<file path="src/rtl/cam_pkg.sv">
package cam_pkg;

   typedef enum logic [1:0] {
      CAM_IDLE  = 2'd0,
      CAM_WRITE = 2'd1,
      CAM_MATCH = 2'd2,
      CAM_READ  = 2'd3
   } cam_op_e;

   // Arbitration: write wins over match, match wins over read.
   function automatic cam_op_e cam_pick_op(input logic wr, input logic mt, input logic rd);
      cam_op_e op;
      if (wr)      op = CAM_WRITE;
      else if (mt) op = CAM_MATCH;
      else if (rd) op = CAM_READ;
      else         op = CAM_IDLE;
      return op;
   endfunction

endpackage

</file>
<file path="src/rtl/cam_store.sv">
module cam_store #(
   parameter int DEPTH = 8,
   parameter int WIDTH = 8,
   parameter int AW    = $clog2(DEPTH)
) (
   input  logic                        clk,
   input  logic                        rst_n,
   input  logic                        we,
   input  logic                        re,
   input  logic [AW-1:0]               loc,
   input  logic [WIDTH-1:0]            wdata,
   output logic [DEPTH-1:0][WIDTH-1:0] words,
   output logic [DEPTH-1:0]            valid,
   output logic [WIDTH-1:0]            rdata
);

   localparam int SLOTS = 1 << AW;

   generate
      if (DEPTH < 2)     begin : g_bad_depth $error("cam_store: DEPTH must be at least 2"); end
      if (SLOTS < DEPTH) begin : g_bad_aw    $error("cam_store: AW too narrow for DEPTH"); end
      if (WIDTH < 1)     begin : g_bad_width $error("cam_store: WIDTH must be positive"); end
   endgenerate

   logic [WIDTH-1:0] rd_pick;

   always_comb begin
      rd_pick = '0;
      for (int i = 0; i < DEPTH; i++)
         if (loc == AW'(i)) rd_pick = words[i];
   end

   genvar g;
   generate
      for (g = 0; g < DEPTH; g++) begin : g_word
         always_ff @(posedge clk) begin
            if (!rst_n) begin
               words[g] <= '0;
               valid[g] <= 1'b0;
            end else if (we && loc == AW'(g)) begin
               words[g] <= wdata;
               valid[g] <= 1'b1;
            end
         end
      end
   endgenerate

   always_ff @(posedge clk) begin
      if (!rst_n)  rdata <= '0;
      else if (re) rdata <= rd_pick;
   end

   assert_write_lands_R1: assert property (@(posedge clk) disable iff (!rst_n)
      we |=> (words[$past(loc)] == $past(wdata)) && valid[$past(loc)]);

   assert_read_holds_R2: assert property (@(posedge clk) disable iff (!rst_n)
      !re |=> $stable(rdata));

endmodule

</file>
<file path="src/rtl/cam_compare.sv">
module cam_compare #(
   parameter int DEPTH = 8,
   parameter int WIDTH = 8,
   parameter int STYLE = 0
) (
   input  logic [DEPTH-1:0][WIDTH-1:0] words,
   input  logic [DEPTH-1:0]            valid,
   input  logic [WIDTH-1:0]            key,
   output logic [DEPTH-1:0]            eq_vec
);

   generate
      if (STYLE != 0 && STYLE != 1) begin : g_bad_style
         $error("cam_compare: STYLE must be 0 or 1");
      end
   endgenerate

   genvar g;
   generate
      for (g = 0; g < DEPTH; g++) begin : g_cmp
         if (STYLE == 0) begin : g_eq
            assign eq_vec[g] = valid[g] && (words[g] == key);
         end else begin : g_xor
            logic [WIDTH-1:0] diff;
            assign diff      = words[g] ^ key;
            assign eq_vec[g] = valid[g] & ~(|diff);
         end
      end
   endgenerate

endmodule

</file>
<file path="src/rtl/cam_result.sv">
module cam_result #(
   parameter int DEPTH = 8
) (
   input  logic             clk,
   input  logic             rst_n,
   input  logic             capture,
   input  logic [DEPTH-1:0] eq_vec,
   output logic [DEPTH-1:0] hit_q,
   output logic             miss_q
);

   always_ff @(posedge clk) begin
      if (!rst_n) begin
         hit_q  <= '0;
         miss_q <= 1'b1;
      end else if (capture) begin
         hit_q  <= eq_vec;
         miss_q <= ~(|eq_vec);
      end
   end

   assert_miss_nor_R4: assert property (@(posedge clk) disable iff (!rst_n)
      miss_q == (hit_q == '0));

   assert_flags_hold_R9: assert property (@(posedge clk) disable iff (!rst_n)
      !capture |=> $stable(hit_q) && $stable(miss_q));

endmodule

</file>
<file path="src/rtl/cam_match_mem.sv">
module cam_match_mem #(
   parameter int DEPTH = 8,
   parameter int WIDTH = 8,
   parameter int AW    = $clog2(DEPTH),
   parameter int STYLE = 0
) (
   input  logic             clk,
   input  logic             rst_n,
   input  logic             wr_en,
   input  logic             rd_en,
   input  logic             match_req,
   input  logic [AW-1:0]    addr,
   input  logic [WIDTH-1:0] wr_data,
   input  logic [WIDTH-1:0] key,
   output logic [WIDTH-1:0] rd_data,
   output logic [DEPTH-1:0] hit_vec,
   output logic             miss
);

   import cam_pkg::*;

   cam_op_e                     op;
   logic [DEPTH-1:0][WIDTH-1:0] words;
   logic [DEPTH-1:0]            valid;
   logic [DEPTH-1:0]            eq_vec;

   assign op = cam_pick_op(wr_en, match_req, rd_en);

   cam_store #(.DEPTH(DEPTH), .WIDTH(WIDTH), .AW(AW)) u_store (
      .clk   (clk),
      .rst_n (rst_n),
      .we    (op == CAM_WRITE),
      .re    (op == CAM_READ),
      .loc   (addr),
      .wdata (wr_data),
      .words (words),
      .valid (valid),
      .rdata (rd_data)
   );

   cam_compare #(.DEPTH(DEPTH), .WIDTH(WIDTH), .STYLE(STYLE)) u_cmp (
      .words  (words),
      .valid  (valid),
      .key    (key),
      .eq_vec (eq_vec)
   );

   cam_result #(.DEPTH(DEPTH)) u_res (
      .clk     (clk),
      .rst_n   (rst_n),
      .capture (op == CAM_MATCH),
      .eq_vec  (eq_vec),
      .hit_q   (hit_vec),
      .miss_q  (miss)
   );

   assert_invalid_silent_R5: assert property (@(posedge clk) disable iff (!rst_n)
      (hit_vec & ~valid) == '0);

   assert_write_beats_match_R6: assert property (@(posedge clk) disable iff (!rst_n)
      wr_en && match_req |=> $stable(hit_vec) && $stable(miss));

   assert_match_beats_read_R7: assert property (@(posedge clk) disable iff (!rst_n)
      match_req && rd_en |=> $stable(rd_data));

   assert_match_result_R3: assert property (@(posedge clk) disable iff (!rst_n)
      match_req && !wr_en |=> hit_vec == $past(eq_vec));

endmodule

</file>
<file path="config.mk">
export PLATFORM = sky130hd
export DESIGN_NAME = cam_match_mem
export DESIGN_NICKNAME = d
export VERILOG_FILES = /design/src/rtl/cam_pkg.sv /design/src/rtl/cam_store.sv /design/src/rtl/cam_compare.sv /design/src/rtl/cam_result.sv /design/src/rtl/cam_match_mem.sv
export SDC_FILE = /design/constraint.sdc
export NUM_CORES = 1
export LEC_CHECK = 0
export ABC_CLOCK_PERIOD_IN_PS = 2100
export BUFFER_PORTS_ARGS = -buffer_cell sky130_fd_sc_hd__buf_2
export CORE_UTILIZATION = 34
export DETAILED_ROUTE_END_ITERATION = 8
export SYNTH_ARGS = -nofsm -noshare
export SYNTH_HDL_FRONTEND = slang
export SYNTH_SLANG_ARGS = --single-unit
</file>
<file path="constraint.sdc">
create_clock -name clk -period 2.1 [get_ports clk]
set_clock_uncertainty 0.1 [all_clocks]
set_input_delay 0.21 -clock clk [delete_from_list [all_inputs] [get_ports clk]]
set_output_delay 0.21 -clock clk [all_outputs]
set_load 0.01 [all_outputs]
</file>
==> results.md, run 1 <==
- CTS root buf: clkbuf_16
- Top cell by count, worst path: nand4_1
- Seq/Total Area, Yosys: 37.88%
- Nets: 609
- Max Root-Sink Buffers: 2
- Die area: 14310 um^2
- Yosys top cell area share: 37.88%
- Die span in y: 119.6 um
- Largest net degree at the start of global routing: 55
- Reg clk slew, reported paths: 0.06 ns
- Max cap viols: 0
- Final wirelength: 13970 um
- First-pass GRT wire length: 21600 um
- Die width: 119.6 um
- Critical Path Source Type: flip-flop
- CP max stage cell: dfxtp_1
- Status: complete, no violations
- Fmax: 621.4 MHz
- Initial antenna violation count: 0
- Grt ovf: 0
- Min Tclk post-route: 1.609 ns
- CTS Buf Count: 9
- Synthesized area: 4703 um^2
- Complex-gate fraction of the synthesized area: 19.71%
- Synth Area in Simple Gates: 22.00%
- Drc violations: 0
- Peak supply drop: 0.3688 mV
- Kind of critical path: flip-flop to flip-flop
- #FFs+latches synth: 89
- Setup total negative slack: 0 ns
- Largest family of logic cells by synthesized area: simple AND/OR/NAND/NOR gates
- Synth area leader: dfxtp_1
- Area grow syn2layout: 11.71%
- Rows: 42
- Worst path max stage delay: 0.34 ns
- Post-Synth Adder-Cell Area: 0%
- Syn nets: 589
- Critical Path AT: 1.74 ns
- Initial core utilization: 35.24%
- H-tree depth: 3
- RD Place Congestion: 0.8644
- Starting DRT DRC Count: 263
- # hold bufs at CTS: 0
- Layout cells sized above 1: 13.56%
- Relative slew slack: 66.14%
- Via/cell ratio: 5.098
- CTS tree: built
- Crit path required time: 2.23 ns
- Syn Inst Count: 565
- Pre-CTS setup slack: 0.2195 ns
- Antenna Nets Post-Route: 0
- Yosys cell types: 40
- Post-cts gate resize count: 0
- IO Pins: 41
- Mux contribution to synthesized area: 2.341%
- Core area: 13350 um^2
- Worst setup margin: 0.4906 ns
- First-pass DRT Iterations: 5
- CP Max Fanout: 3
- CP Capture Type: flip-flop
- Dpl hpwl: 9816 um
- RSZ-0062 raised after global routing: no
- Warnings, synthesis: 0
- Antenna Cells: 0
- Synth area leaders: dfxtp_1 38%, nand2_1 13%, xor2_1 6.5%, a21boi_0 5.7%, a21boi_1 5.7%
- P per Cell Area: 732.0 nW/um^2
- Worst min path class: primary input to flip-flop
- Final hold vios: 0
- Critical-path cell list: xor2_1, nor4_1, nand4_1, nand4_1, o311ai_2
- PortBufs: 40
- Setup bufs post-CTS: 0
- XOR/XNOR share of the synthesized area: 12.08%
- Clk sink count: 89
- Setup-failing EPs final: 0
- WL per Instance: 18.24 um
- Static leakage: 1.956 nW
- Filler Cell Count: 1422
- GRT Total Usage: 20.55%
- Syn avg cell area: 8.324 um^2
- Vias in the first global route: 3692
- Fin. max-slew vios: 0
- Final Cycle Share: 76.64%
- Worst Tran Pin Value: 0.5080 ns
- Clk Latency, worst-skew pair: 0.35 ns
- Vias after detailed routing: 3905
-- Yosys cell counts (all sizes together) --
library cell and number:
a22oi 8, xnor2 29, nor4 5, o21a 8, nand3 17, o21ai 20
inv 2, nand2 158, and3 2, buf 31, nor2b 6, o311ai 1
o2bb2ai 8, a21boi 72, a211o 8, mux2i 11, nor2 15, nand2b 3
xor2 35, and2 5, clkbuf 11, a41o 1, nand4 9, nor3 10
dfxtp 89, or3 1
-- registers in the layout, summed over array words and instances (netlist names) --
name           cells
u_store.valid      8
u_store.words     64
u_store.rdata      8
u_res.hit_q        8
u_res.miss_q       1
-- layout make-up --
type	instances	area, um^2	share of cell area, %
Multi-Input combinational cell	432	2640	50.25
Timing Repair Buffer	51	295.3	5.620
Sequential cell	89	1782	33.91
Clock buffer	14	274.0	5.216
Inverter	2	7.507	0.1429
Clock inverter	2	35.03	0.6668
Tap cell	176	220.2	4.191
-- per-stage QoR --
step | hold slack [ns] | cell area [um^2] | power (mW) | cells | util [%]
after floorplan | 0.3401 | 4703 | 2.092 | 565 | -
after global placement | 0.3482 | 4945 | 2.198 | 750 | 37.05
after detailed placement | 0.3520 | 4945 | 2.205 | 750 | 37.05
after CTS | 0.1140 | 5254 | 3.876 | 766 | 39.36
after global routing | 0.1199 | 5254 | 4.002 | 766 | 39.36
final | 0.1281 | 5254 | 3.846 | 766 | 39.36
-- layer usage --
metal | global-route usage (%) | share of wire, % | up-vias | routed length (um)
li1 | - | - | 1929 | -
met1 | 27.30 | 45 | 1881 | 6324
met2 | 33.71 | 48 | 86 | 6694
met3 | 3.470 | 5.6 | 9 | 784
met4 | 6.719 | 1.2 | 0 | 167
met5 | 0 | 0 | - | 0
-- cells by family after synthesis --
kind of cell | count (synthesis)
AOI/OAI and AO/OA | 126
xor gates and xnor gates | 64
buffers and inverters | 44
DFF | 89
muxes | 11
and+or+nand+nor | 231
-- critical path, delay by kind of cell, from the launching register on --
family	cells	cell delay, ns
AOI/OAI and AO/OA	1	0.11
xor gates and xnor gates	1	0.18
and+or+nand+nor	3	0.76
DFF	1	0.34
-- final timing paths --
| kind | start | to | slack (ns) | cells past startpoint |
|---|---|---|---|---|
| worst max-delay path | u_store.words[32] | u_res.miss_q | 0.49 | 5 |
| worst min-delay path | wr_data[7] | u_store.words[7] | 0.13 | 3 |
| worst max register to register | u_store.words[32] | u_res.miss_q | 0.49 | 5 |
| worst min register to register | u_store.rdata[7] | u_store.rdata[7] | 0.36 | 2 |
-- cell usage in the layout, fill, tap and decap left out, types with 7 or more instances in the layout --
master and n:
o21ai_1 7, nor3_1 7, buf_4 10, o2bb2ai_1 8
a22oi_1 8, a21boi_0 36, o21a_1 8, nand2_1 157
a211o_1 8, a21boi_1 36, mux2i_1 11, nand4_1 9
clkbuf_16 9, dfxtp_1 89, nor2_1 9, buf_2 40
xor2_1 35, nand3_1 16, o21ai_0 13, xnor2_1 28
-- power breakdown --
group          switching, mW  internal (mW)  total (mW)
combinational          0.259          0.151       0.409
clock                  0.658           1.02        1.68
sequential            0.0339           1.73        1.76
No activity file was read; power rests on OpenSTA's default activity.
==> run 2, diff against run 1 <==
--- a/config.mk
+++ b/config.mk
@@ -5,7 +5,7 @@
 export SDC_FILE = /design/constraint.sdc
 export NUM_CORES = 1
 export LEC_CHECK = 0
-export ABC_CLOCK_PERIOD_IN_PS = 2100
+export ABC_CLOCK_PERIOD_IN_PS = 1350
 export BUFFER_PORTS_ARGS = -buffer_cell sky130_fd_sc_hd__buf_2
 export CORE_UTILIZATION = 34
 export DETAILED_ROUTE_END_ITERATION = 8
==> constraint.sdc (replaced) <==
create_clock -name clk -period 1.35 [get_ports clk]
set_clock_uncertainty 0.1 [all_clocks]
set_input_delay 0.135 -clock clk [delete_from_list [all_inputs] [get_ports clk]]
set_output_delay 0.135 -clock clk [all_outputs]
set_load 0.01 [all_outputs]
==> results.md, run 2 (synthesis results as in run 1) <==
- CP Max Fanout: 2 (-1)
- Min Tclk post-route: 1.495 ns (-0.1146 ns)
- Crit path launch: u_store.words[55]
- Initial antenna violation count: 0 (unchanged)
- Reg2reg path depth: 6 (+1)
- Via/cell ratio: 5.094 (about the same)
- Dpl hpwl: 11550 um (+18%)
- Layout cells sized above 1: 36.14% (+23 points)
- Worst setup margin: -0.1448 ns (-0.6354 ns)
- Max cap viols: 0 (unchanged)
- Die span in y: 119.6 um (unchanged)
- Critical Path AT: 1.62 ns (-0.12 ns)
- Fin. max-slew vios: 0 (unchanged)
- Final hold vios: 0 (unchanged)
- Grt ovf: 0 (unchanged)
- Worst Tran Pin Value: 0.4289 ns (-0.07909 ns)
- Drc violations: 0 (unchanged)
- Area grow syn2layout: 36.92%
- Antenna Cells: 0 (unchanged)
- WHS Path Cells: 3 (unchanged)
- Reg clk slew, reported paths: 0.07 ns (about the same)
- Min-delay src: wr_data[4]
- PortBufs: 40 (unchanged)
- Largest net degree at the start of global routing: 46 (-16%)
- Worst min path class: primary input to flip-flop
- RD Place Congestion: 0.9357 (+8.2%)
- Core area: 13350 um^2 (unchanged)
- Die area: 14310 um^2 (unchanged)
- H-tree depth: 3 (unchanged)
- Largest register FFs: 64 (unchanged)
- Top reg by flops: u_store.words
- Antenna Nets Post-Route: 0 (unchanged)
- Clk Latency, worst-skew pair: 0.36 ns (about the same)
- IO Pins: 41 (unchanged)
- CTS Buf Count: 9 (unchanged)
- Vias after detailed routing: 4406 (+13%)
- Setup-failing EPs final: 6 (+6)
- Final Cycle Share: 110.7% (+34 points)
- Starting DRT DRC Count: 427 (+62%)
- Max Root-Sink Buffers: 2 (unchanged)
- R2R Setup Slk: -0.14 ns (-0.64 ns)
- Peak supply drop: 0.5190 mV (+41%)
- Most common cell after layout, fill and taps aside: nand2_1
- Initial core utilization: 35.24% (unchanged)
- Static leakage: 2.589 nW (+32%)
- Relative slew slack: 71.35% (+5.2 points)
- Die width: 119.6 um (unchanged)
- Placed Cells: 846 (+13%)
- Fmax: 669.0 MHz (+7.7%)
- P per Cell Area: 955.2 nW/um^2 (+30%)
- First-pass DRT Iterations: 5 (unchanged)
- Rows: 42 (unchanged)
- Vias in the first global route: 4200 (+14%)
- CTS tree: built
- CTS root buf: clkbuf_16
- Status: finished with violations
- Most frequent cells in the layout: 157 x nand2_1, 91 x buf_4, 54 x dfxtp_1
- GRT Total Usage: 22.74% (+2.2 points)
- Crit path required time: 1.48 ns (-0.75 ns)
- Nets: 710 (+17%)
- First-pass GRT wire length: 23940 um (+11%)
- Critical Path Source Type: flip-flop
- Kind of critical path: flip-flop to flip-flop
- Failing checks: setup timing
- Layout Cells excl Fill: 865 (+13%)
- Clk sink count: 89 (unchanged)
- CP Capture Type: flip-flop
- Pre-CTS setup slack: -0.3542 ns (-0.5737 ns)
- RR Startpoint: u_store.words[55]
- # hold bufs at CTS: 0 (unchanged)
- Final wirelength: 16010 um (+15%)
- WL per Instance: 18.51 um (+1.5%)
- RSZ-0062 raised after global routing: yes
==> run 2: worst paths after layout <==
kind	endpoint
worst min register to register	u_store.rdata[1]
worst min-delay path	u_store.words[44]
worst max register to register	u_res.miss_q
worst max-delay path	u_res.miss_q
==> run 2: critical path, stage by stage (launching register included) <==
cell	delay [ns]
dfxtp_2	0.34
xor2_1	0.16
nor4_1	0.27
nand4_1	0.14
buf_4	0.17
nand4_1	0.08
o311ai_2	0.10
==> run 2: per-layer routing <==
metal	share of wire, %	track usage (%)
met5	0	0
met4	3.4	11.48
met3	5.8	3.232
met2	46	35.37
met1	45	30.66
==> run 2: cell type report <==
cell class	instances	area, um^2
flip-flops and latches	89	1841
multi-input cells	432	2858
well taps	176	220.2
repair buffers	152	1230
clock buffers	10	239.0
inverters	2	7.507
clock inverters	4	45.04
fillers	1317	6908
==> run 2: power by group <==
| part | internal (mW) | switching [mW] | leakage [nW] |
|---|---|---|---|
| Sequential | 2.68 | 0.0505 | 0.739 |
| Combinational | 0.411 | 0.501 | 1.71 |
| Clock | 1.45 | 1.06 | 0.144 |
==> run 2: stage by stage <==
| step | utilization [%] | hold slack (ns) | instance area [um^2] | setup TNS (ns) | power [mW] |
|---|---|---|---|---|---|
| floorplan | - | 0.3247 | 4703 | 0 | 3.253 |
| CTS | 46.68 | 0.03305 | 6231 | -0.2972 | 6.123 |
| global route | 48.25 | 0.05079 | 6440 | -0.9958 | 6.333 |
| finish | 48.25 | 0.03624 | 6440 | -0.3772 | 6.152 |
| global placement | 43.57 | 0.3429 | 5816 | -8.481 | 3.618 |
| detailed placement | 43.57 | 0.3472 | 5816 | -9.314 | 3.623 |
==> run 2: what timing repair did <==
action,4_1_cts,5_1_grt
setup buffers,0,5
endpoints found under the setup margin,15,22
resized for setup,49,49
pin swaps,31,35
==> run 3, diff against run 2 <==
--- a/config.mk
+++ b/config.mk
@@ -11,4 +11,5 @@
 export DETAILED_ROUTE_END_ITERATION = 8
 export SYNTH_ARGS = -nofsm -noshare
 export SYNTH_HDL_FRONTEND = slang
+export SYNTH_HIERARCHICAL = 1
 export SYNTH_SLANG_ARGS = --single-unit
==> results.md, run 3 <==
- Syn avg cell area: 8.579 um^2 (+3.1%)
- Warnings, synthesis: 6 (+6)
- Final wirelength: 16340 um (+2.1%)
- Synth area leaders: dfxtp_1 37%, xnor2_1 12%, nand2_1 11%, a21boi_0 8.6%, mux2i_1 4.8%
- Placed Cells: 829 (-2.0%)
- Hold_ws: 0.02412 ns (-0.01212 ns)
- Asr flop ratio synth: 0% (unchanged)
- CTS tree: built
- Top reg by flops: u_store/words
- Most frequent cells in the layout: 141 x nand2_1, 102 x buf_4, 55 x a21boi_0
- Pre-CTS setup slack: -0.3866 ns (-0.03240 ns)
- RD Place Congestion: 0.9634 (+3.0%)
- Core area: 13450 um^2 (+0.79%)
- Worst min path class: primary input to flip-flop
- Nets: 696 (-2.0%)
- Main flop type after synthesis: dfxtp_1
- Kind of critical path: flip-flop to flip-flop
- Yosys top cell area share: 37.29% (-0.60 points)
- Die span in y: 120.6 um (+0.78%)
- Relative slew slack: 53.38% (-18 points)
- Seq/Total Area, Yosys: 37.29% (-0.60 points)
- Vias after detailed routing: 4451 (+1.0%)
- Syn Inst Count: 557 (-1.4%)
- Comb power frac: 14.5% (-0.3 points)
- Starting DRT DRC Count: 318 (-26%)
- Grt ovf: 0 (unchanged)
- Most common cell in the netlist: nand2_1
- Min Tclk post-route: 1.615 ns (+0.1200 ns)
- Antenna Nets Post-Route: 0 (unchanged)
- Most common cell after layout, fill and taps aside: nand2_1
- Yosys cell types: 44 (+10%)
- Clk Latency, worst-skew pair: 0.35 ns (about the same)
- Setup-failing EPs final: 8 (+2)
- First-pass DRT Iterations: 5 (unchanged)
- Worst setup margin: -0.2648 ns (-0.1200 ns)
- Final Cycle Share: 119.6% (+8.9 points)
- Layout cells sized above 1: 38.61% (+2.5 points)
- Crit path required time: 1.48 ns (about the same)
- Rows: 42 (unchanged)
- Max cap viols: 0 (unchanged)
- CP Max Fanout: 2 (unchanged)
- First-pass GRT wire length: 24560 um (+2.6%)
- H-tree depth: 3 (unchanged)
- Antenna Cells: 0 (unchanged)
- EDFF count, synth: 0 (unchanged)
- Via/cell ratio: 5.224 (+2.6%)
- Syn nets: 581 (-1.4%)
- Largest register FFs: 64 (unchanged)
- Fmax: 619.3 MHz (-7.4%)
- CP Capture Type: flip-flop
- WL per Instance: 19.18 um (+3.6%)
- Final core occ: 47.52% (-0.73 points)
- IO Pins: 41 (unchanged)
- Area grow syn2layout: 33.78%
- Switch share: 26.26% (+0.13 points)
- Pint: 4.491 mW (-1.2%)
- Initial core utilization: 35.52% (+0.28 points)
- Switch Pwr: 1.600 mW (-0.50%)
- Max Root-Sink Buffers: 2 (unchanged)
- Dpl hpwl: 11660 um (+0.95%)
- RSZ-0062 raised after global routing: yes
- P per Cell Area: 952.8 nW/um^2 (-0.25%)
- Share of total power in sequential cells: 44.7% (+0.3 points)
- Layout Cells excl Fill: 852 (-1.5%)
- Synth area leader: dfxtp_1
- Design area: 6392 um^2 (-0.74%)
- Setup total negative slack: -0.7732 ns (-0.3960 ns)
- Peak supply drop: 0.5763 mV (+11%)
- Synthesized area: 4778 um^2 (+1.6%)
- PortBufs: 40 (unchanged)
- Reg clk slew, reported paths: 0.07 ns (about the same)
- GRT Total Usage: 23.15% (+0.41 points)
- Filler Cell Count: 1302 (-1.1%)
- Total power: 6.091 mW (-0.99%)
- Clock power frac: 40.8% (about the same)
- Commonest cells post-synth: 141 x nand2_1, 89 x dfxtp_1, 64 x xnor2_1, 55 x a21boi_0
- Status: finished with violations
- Initial antenna violation count: 0 (unchanged)
- Largest net degree at the start of global routing: 38 (-17%)
- Die width: 120.6 um (+0.78%)
- Failing checks: setup timing
- Vias in the first global route: 4335 (+3.2%)
- Critical Path AT: 1.74 ns (+0.12 ns)
- #FFs+latches synth: 89 (unchanged)
- Critical Path Source Type: flip-flop
- CTS Buf Count: 9 (unchanged)
- Drc violations: 0 (unchanged)
- Clk sink count: 89 (unchanged)
- Worst Tran Pin Value: 0.6978 ns (+0.2689 ns)
- Area of placed instances: 5712 um^2 (-1.8%)
- Static leakage: 2.474 nW (-4.4%)
- Fin. max-slew vios: 0 (unchanged)
- Final hold vios: 0 (unchanged)
- CTS root buf: clkbuf_16
- Die area: 14530 um^2 (+1.6%)
## run 3: cell types whose count changed in the layout (fill, tap and decap cells not counted), moves of 11 or more
cell,delta
nand2_1,-16
xnor2_1,+20
a21boi_1,-26
buf_4,+11
xor2_1,-34
a21boi_0,+19
mux2i_1,+15
xnor2_2,+15
buf_12,-11
## run 3: cells by family (layout without fill, tap and decap cells)
family / after synthesis / in the layout / share of synthesized area [%]
xor+xnor: 64 / 64 / 11.73
buf+inv: 46 / 165 / 5.865
flops: 89 / 89 / 37.29
simple gates: 207 / 207 / 20.42
mux: 30 / 30 / 6.546
compound gates: 121 / 121 / 18.15
## run 3: path summary, 6_finish.rpt
kind | from | end | slack (ns) | depth (start not counted)
max reg2reg | u_store/words[30] | u_res/miss_q | -0.26 | 5
max | u_store/words[30] | u_res/miss_q | -0.26 | 5
min reg2reg | u_store/valid[3] | u_store/valid[3] | 0.37 | 1
min | wr_data[7] | u_store/words[55] | 0.02 | 3
## run 3: worst max-delay path, cell delays in order, from the launching register on
cell and delay, ns:
dfxtp_2 0.33, xnor2_1 0.22, nand3_2 0.17, nor3_4 0.26, nor4_2 0.08, a311o_1 0.34
## run 3: final cells by class
cell class	count	area (um^2)	area share [%]
Clock buffer	12	236.5	3.699
Clock inverter	3	42.54	0.6655
Inverter	2	7.507	0.1174
Multi-Input combinational cell	422	2984	46.68
Sequential cell	89	1851	28.95
Tap cell	176	220.2	3.445
Timing Repair Buffer	148	1051	16.44
## run 3: power by group through the flow
stage | clock, mW | combinational [mW] | sequential [mW]
6_report | 2.49 | 0.883 | 2.72
5_1_grt | 2.60 | 0.934 | 2.73
4_1_cts | 2.49 | 0.838 | 2.72
3_5_place_dp | 0 | 0.794 | 2.79
3_3_place_gp | 0 | 0.786 | 2.78
2_1_floorplan | 0 | 0.506 | 2.78
## run 3: what timing repair did
action,CTS,global route
resized for setup,53,39
buffers inserted,10,2
hold buffers,0,0
pin swaps,22,31
endpoints found under the setup margin,10,21
gates cloned,0,0
## run 3: layer usage
metal / GRT usage, % / part of all wire, % / vias to the layer above
met5: 0 / 0 / -
met4: 8.179 / 2.6 / 0
met3: 4.434 / 7.2 / 30
met2: 37.90 / 47 / 192
met1: 30.28 / 43 / 2122
li1: - / - / 2107
